`src/rtl/upst_pkg.sv`:
```
package upst_pkg;
  typedef enum logic [1:0] {
    PT_CTRL = 2'd0,
    PT_ISO  = 2'd1,
    PT_BULK = 2'd2,
    PT_INTR = 2'd3
  } pipe_kind_e;

  localparam int NFLAG     = 8;
  localparam int F_RXIN    = 0;
  localparam int F_OUTFREE = 1;
  localparam int F_SETUP   = 2;
  localparam int F_NAK     = 3;
  localparam int F_STALL   = 4;
  localparam int F_PERR    = 5;
  localparam int F_CRC     = 6;
  localparam int F_EFLOW   = 7;

  localparam int TOG_W = 2;
  localparam logic [TOG_W-1:0] TOG_D0 = 2'b00;
  localparam logic [TOG_W-1:0] TOG_D1 = 2'b01;

  localparam int RA_CLR  = 0;
  localparam int RA_ENA  = 1;
  localparam int RA_CTRL = 2;

  localparam int CB_UNFRZ = 0;
  localparam int CB_TLOAD = 1;
  localparam int CB_TVAL  = 4;
endpackage

```
`src/rtl/upst_event_decode.sv`:
```
module upst_event_decode
  import upst_pkg::*;
(
  input  logic [1:0]       pipe_type,
  input  logic             pipe_in,
  input  logic             ev_stall,
  input  logic             ev_crc,
  input  logic             ev_nak,
  input  logic             ev_perr,
  input  logic             ev_bank_free,
  input  logic             ev_setup_free,
  input  logic             ev_pkt_in,
  input  logic             bank_full,
  input  logic             ev_underflow,
  output logic [NFLAG-1:0] set_vec,
  output logic             freeze_set,
  output logic             store,
  output logic             ack
);
  logic is_iso, is_int, is_ctrl, periodic, rx_ok, rx_ovf;

  always_comb begin
    is_iso   = (pipe_type == PT_ISO);
    is_int   = (pipe_type == PT_INTR);
    is_ctrl  = (pipe_type == PT_CTRL);
    periodic = is_iso | is_int;
    rx_ok    = ev_pkt_in & pipe_in & ~bank_full;
    rx_ovf   = ev_pkt_in & pipe_in & bank_full;

    set_vec            = '0;
    set_vec[F_RXIN]    = rx_ok;
    set_vec[F_OUTFREE] = ev_bank_free & ~pipe_in;
    set_vec[F_SETUP]   = ev_setup_free & is_ctrl;
    set_vec[F_NAK]     = ev_nak;
    set_vec[F_STALL]   = ev_stall & ~is_iso;
    set_vec[F_PERR]    = ev_perr;
    set_vec[F_CRC]     = ev_crc & is_iso;
    set_vec[F_EFLOW]   = periodic & (rx_ovf | (ev_underflow & ~pipe_in));

    freeze_set = ev_stall & ~is_iso;
    store      = rx_ok;
    ack        = (rx_ok & ~is_iso) | (rx_ovf & is_int);
  end
endmodule

```
`src/rtl/upst_flag_bank.sv`:
```
module upst_flag_bank #(
  parameter int N = 8
) (
  input  logic         clk,
  input  logic         rst,
  input  logic [N-1:0] set_vec,
  input  logic [N-1:0] clr_vec,
  input  logic [N-1:0] en_nxt,
  output logic [N-1:0] flags_q,
  output logic         irq_q
);
  logic [N-1:0] flags_nxt;

  for (genvar i = 0; i < N; i++) begin : g_flag
    // set outranks clear so no event is lost
    assign flags_nxt[i] = set_vec[i] | (flags_q[i] & ~clr_vec[i]);

    always_ff @(posedge clk) begin
      if (rst) flags_q[i] <= 1'b0;
      else     flags_q[i] <= flags_nxt[i];
    end
  end

  always_ff @(posedge clk) begin
    if (rst) irq_q <= 1'b0;
    else     irq_q <= |(flags_nxt & en_nxt);
  end
endmodule

```
`src/rtl/upst_toggle.sv`:
```
module upst_toggle #(
  parameter int TW = 2
) (
  input  logic          clk,
  input  logic          rst,
  input  logic          advance,
  input  logic          load,
  input  logic [TW-1:0] load_val,
  output logic [TW-1:0] tog_q
);
  localparam logic [TW-1:0] D0 = '0;
  localparam logic [TW-1:0] D1 = TW'(1);

  always_ff @(posedge clk) begin
    if (rst)          tog_q <= D0;
    else if (load)    tog_q <= load_val;
    else if (advance) tog_q <= (tog_q == D0) ? D1 : D0;
  end
endmodule

```
`src/rtl/usbh_pipe_status.sv`:
```
module usbh_pipe_status
  import upst_pkg::*;
#(
  parameter int ADDR_W = 2,
  parameter int DATA_W = 8
) (
  input  logic              clk,
  input  logic              rst,
  input  logic [1:0]        pipe_type,
  input  logic              pipe_in,
  input  logic              ev_stall,
  input  logic              ev_crc,
  input  logic              ev_nak,
  input  logic              ev_perr,
  input  logic              ev_bank_free,
  input  logic              ev_setup_free,
  input  logic              ev_pkt_in,
  input  logic              bank_full,
  input  logic              ev_underflow,
  input  logic              xfer_ok,
  input  logic              wr_en,
  input  logic [ADDR_W-1:0] wr_addr,
  input  logic [DATA_W-1:0] wr_data,
  output logic [NFLAG-1:0]  flags,
  output logic              irq,
  output logic              freeze,
  output logic [TOG_W-1:0]  toggle,
  output logic              pkt_store,
  output logic              pkt_ack
);
  localparam logic [ADDR_W-1:0] A_CLR  = ADDR_W'(RA_CLR);
  localparam logic [ADDR_W-1:0] A_ENA  = ADDR_W'(RA_ENA);
  localparam logic [ADDR_W-1:0] A_CTRL = ADDR_W'(RA_CTRL);

  logic [NFLAG-1:0] set_vec, clr_vec, en_q, en_nxt;
  logic             freeze_set, store_c, ack_c;
  logic             wr_clr, wr_ena, wr_ctrl, unfreeze, tload;

  assign wr_clr   = wr_en & (wr_addr == A_CLR);
  assign wr_ena   = wr_en & (wr_addr == A_ENA);
  assign wr_ctrl  = wr_en & (wr_addr == A_CTRL);
  assign unfreeze = wr_ctrl & wr_data[CB_UNFRZ];
  assign tload    = wr_ctrl & wr_data[CB_TLOAD];
  assign clr_vec  = wr_clr ? wr_data[NFLAG-1:0] : '0;
  assign en_nxt   = wr_ena ? wr_data[NFLAG-1:0] : en_q;

  upst_event_decode u_dec (
    .pipe_type     (pipe_type),
    .pipe_in       (pipe_in),
    .ev_stall      (ev_stall),
    .ev_crc        (ev_crc),
    .ev_nak        (ev_nak),
    .ev_perr       (ev_perr),
    .ev_bank_free  (ev_bank_free),
    .ev_setup_free (ev_setup_free),
    .ev_pkt_in     (ev_pkt_in),
    .bank_full     (bank_full),
    .ev_underflow  (ev_underflow),
    .set_vec       (set_vec),
    .freeze_set    (freeze_set),
    .store         (store_c),
    .ack           (ack_c)
  );

  upst_flag_bank #(.N(NFLAG)) u_flags (
    .clk     (clk),
    .rst     (rst),
    .set_vec (set_vec),
    .clr_vec (clr_vec),
    .en_nxt  (en_nxt),
    .flags_q (flags),
    .irq_q   (irq)
  );

  upst_toggle #(.TW(TOG_W)) u_tog (
    .clk      (clk),
    .rst      (rst),
    .advance  (xfer_ok),
    .load     (tload),
    .load_val (wr_data[CB_TVAL +: TOG_W]),
    .tog_q    (toggle)
  );

  always_ff @(posedge clk) begin
    if (rst) begin
      en_q      <= '0;
      freeze    <= 1'b0;
      pkt_store <= 1'b0;
      pkt_ack   <= 1'b0;
    end else begin
      en_q      <= en_nxt;
      pkt_store <= store_c;
      pkt_ack   <= ack_c;
      if (freeze_set)    freeze <= 1'b1;
      else if (unfreeze) freeze <= 1'b0;
    end
  end
endmodule

```
`config.mk`:
```
export PLATFORM = sky130hd
export DESIGN_NAME = usbh_pipe_status
export DESIGN_NICKNAME = d
export VERILOG_FILES = /design/src/rtl/upst_pkg.sv /design/src/rtl/upst_event_decode.sv /design/src/rtl/upst_flag_bank.sv /design/src/rtl/upst_toggle.sv /design/src/rtl/usbh_pipe_status.sv
export SDC_FILE = /design/constraint.sdc
export NUM_CORES = 1
export LEC_CHECK = 0
export BUFFER_PORTS_ARGS = -buffer_cell sky130_fd_sc_hd__buf_2
export CORE_ASPECT_RATIO = 1.1
export CORE_MARGIN = 8
export CORE_UTILIZATION = 45
export DETAILED_ROUTE_END_ITERATION = 8
export HOLD_SLACK_MARGIN = 0.08
export PLACE_DENSITY = 0.72
export RECOVER_POWER = 25
export REMOVE_ABC_BUFFERS = 1
export SETUP_SLACK_MARGIN = 0.5
export SLEW_MARGIN = 30
export SYNTH_ARGS = -nofsm -noshare
export SYNTH_HDL_FRONTEND = slang
export SYNTH_HIERARCHICAL = 1
export SYNTH_SLANG_ARGS = --single-unit
```
`constraint.sdc`:
```
create_clock -name clk -period 1.4 [get_ports clk]
set_clock_uncertainty 0.05 [all_clocks]
set_input_delay 0.07 -clock clk [delete_from_list [all_inputs] [get_ports clk]]
set_output_delay 0.07 -clock clk [all_outputs]
set_load 0.01 [all_outputs]
```
==> results.py <==
metrics = {
    "power": {
        "powerDensity_mw_per_mm2": 789,
        "power_frac_comb": 0.229,
        "switchingPower_mw": 0.350,
        "p_int_mw": 0.999,
        "p_seq_frac": 0.507,
        "ir_drop_v": 0.000612,
        "p_leak_nw": 0.715,
        "p_sw_frac": 0.260,
        "pwr-share-clk": 0.264,
    },
    "hold_path": {
        "worst_hold_path_type": "in2reg",
        "hold_depth": 3,
    },
    "floorplanning": {
        "die_w_um": 66.7,
        "dieArea_mm2": 0.00478,
        "start_util": 0.466,
        "dieHeight_um": 71.7,
        "fp.coreArea_mm2": 0.00273,
        "num_rows": 20,
        "pin_count": 40,
    },
    "clock_network": {
        "cts.sinks": 22,
        "clkTransAtPathRegs_ns": 0.13,
        "clockRootBuffer": "clkbuf_4",
        "cts_max_path_buffers": 2,
        "htree_levels": 1,
        "ctsHoldBuffers": 9,
        "clock_latency_ns": 0.31,
        "cts_buffers": 3,
        "cts_tree": "yes",
    },
    "critical_path": {
        "cp_max_fo": 2,
        "critPathSlowestCell": "dfxtp_2",
        "worstPathRequired_ns": 1.54,
        "critical-path-top-delay-family": "compound AO/OA/AOI/OAI gates",
        "cp-end-kind": "flip-flop",
        "start_kind": "flip-flop",
        "cp.arrival_ns": 1.27,
        "reg2reg_depth": 4,
        "path_buf_inv": 0,
        "path_depth": 4,
        "critical_path_class": "reg2reg",
        "cpPeakStageDelay_ns": 0.35,
        "cp_cell_sequence": "mux2_4 > o21ai_2 > o2111a_1 > a21oi_2",
    },
    "layout": {
        "syn_to_final_growth_pct": 34.4,
        "fill_cells": 251,
        "drive_gt1_frac": 0.494,
        "post-route-util": 0.627,
        "num_antenna_cells": 0,
        "nNetsFinal": 203,
    },
    "sta": {
        "rsz0062_at_grt": "yes",
        "fin_crit_ns": 1.13,
        "finalSetupViolCount": 0,
        "relSlewSlack": 0.701,
        "min_period_over_period": 0.807,
        "fin_tns_setup_ns": 0,
        "fmax_ghz": 0.885,
        "tightestPinTransition_ns": 0.448,
        "hold_slack_ns": -0.0520,
        "hold_violations": 1,
        "finalMaxSlewViolations": 0,
    },
    "status": {
        "violations": "negative hold slack",
        "status": "finished with violations",
    },
    "placed_design": {
        "portBuffers": 39,
        "detailed_place_hpwl_um": 2270,
        "place.gp.congestion": 0.703,
    },
    "yosys": {
        "synth_area_leader_cell": "dfxtp_1",
        "synth_top_area_share": 0.346,
        "ys_seq_elements": 22,
        "netlist_area_mm2": 0.00127,
        "synthArstFlopShare": 0,
        "synth_cells": 127,
        "synthTopCellsByArea": "dfxtp_1 35%, nand2b_1 7.9%, mux2_2 7.1%",
        "ys_warn_count": 6,
        "synth_edf_count": 0,
        "ys_types": 32,
        "synth_most_common_cell": "dfxtp_1",
        "synth_seq_area_share": 0.346,
        "yosys-top-cells-count": "22 x dfxtp_1, 16 x nand2b_1, 10 x and2_1",
        "ys.flop_type": "dfxtp_1",
        "avgSynthCellArea_um2": 10.0,
    },
    "grt": {
        "grt_max_degree": 31,
        "antenna_found_initial": 0,
        "grt_pass1_wl_um": 5250,
        "grt_use_total": 0.136,
        "grt_pass1_vias": 1160,
        "overflow": 0,
    },
    "routing": {
        "drcViolationCount": 0,
        "first_pass_iters": 4,
        "final_antenna_net_count": 0,
        "post_drt_via_cell_ratio": 5.07,
        "drt_iter0_drc": 52,
        "wirelength_um": 3270,
        "post_drt_wl_per_cell_um": 15.7,
        "num_vias": 1060,
    },
    "job": {
        "maxCapViolations": 0,
    },
}
==> final cells by class <==
type / instances / area (µm²) / share of cell area
multi-input cells: 93 / 781 / 0.457
well taps: 33 / 41.3 / 0.0242
inverters: 6 / 22.5 / 0.0132
repair buffers: 51 / 370 / 0.217
clock buffers: 4 / 36.3 / 0.0212
flip-flops and latches: 22 / 458 / 0.268
==> metal layers <==
metal,vias up,global-route usage,routed length [µm]
li1,526,-,-
met3,2,0.0265,150
met1,508,0.145,1310
met4,0,0.0285,15
met5,-,0,0
met2,24,0.259,1800
==> worst register-to-register path, delay by kind of cell (launching register included) <==
family         cells  cell delay [ns]
AO/OA/AOI/OAI      3             0.36
multiplexers       1             0.26
flip-flops         1             0.35
==> path summary, 6_finish.rpt <==
kind	start	to	slack (ns)
min reg2reg	en_q[2]	en_q[2]	0.44
max reg2reg	en_q[3]	u_flags/irq_q	0.27
max	en_q[3]	u_flags/irq_q	0.27
min	ev_perr	u_flags/flags_q[5]	-0.05
==> cell usage in the layout (no fill, tap or decap), drive strengths merged, types with 6 or more instances in the layout <==
cell / n
nand2b: 16
mux2i: 8
dfxtp: 22
o21ai: 6
mux2: 8
o21ba: 6
and2: 10
nor2b: 13
clkbuf: 12
buf: 34
dlygate4sd3: 9
==> cells by family after synthesis <==
| logic type | after synthesis | share of synthesized area |
|---|---|---|
| flip-flops | 22 | 0.346 |
| multiplexers | 16 | 0.134 |
| buffers and inverters | 12 | 0.0502 |
| AND/OR/NAND/NOR | 57 | 0.329 |
| AO/OA/AOI/OAI | 20 | 0.141 |
==> power groups by stage <==
stage | Sequential (mW) | Combinational [mW] | Clock [mW]
after floorplan | 0.699 | 0.135 | 0
after global placement | 0.687 | 0.250 | 0
after detailed placement | 0.689 | 0.259 | 0
after CTS | 0.683 | 0.303 | 0.365
after global routing | 0.689 | 0.332 | 0.393
final | 0.684 | 0.309 | 0.357
==> flip-flops by register name (all words and copies together) (netlist names) <==
signal,count
en_q,8
pkt_store,1
u_flags/irq_q,1
pkt_ack,1
u_tog/tog_q,2
freeze,1
u_flags/flags_q,8
==> metrics by stage <==
| stage | instance area [µm²] | setup slack [ns] | total power [mW] | std cells |
|---|---|---|---|---|
| 6_report | 1710 | 0.270 | 1.35 | 209 |
| 5_1_grt | 1710 | 0.250 | 1.41 | 209 |
| 4_1_cts | 1700 | 0.293 | 1.35 | 208 |
| 3_5_place_dp | 1480 | 0.0137 | 0.948 | 195 |
| 3_3_place_gp | 1480 | 0.0324 | 0.937 | 195 |
| 2_1_floorplan | 1230 | 0.304 | 0.834 | 121 |
==> timing repair <==
action                     4_1_cts  5_1_grt
gates resized for setup         27        5
pin swaps                        5        1
setup endpoints to repair       14       17
hold endpoints to repair        14        4
buffers inserted                 0        1
Note: power is estimated with default switching activity, not from simulation.
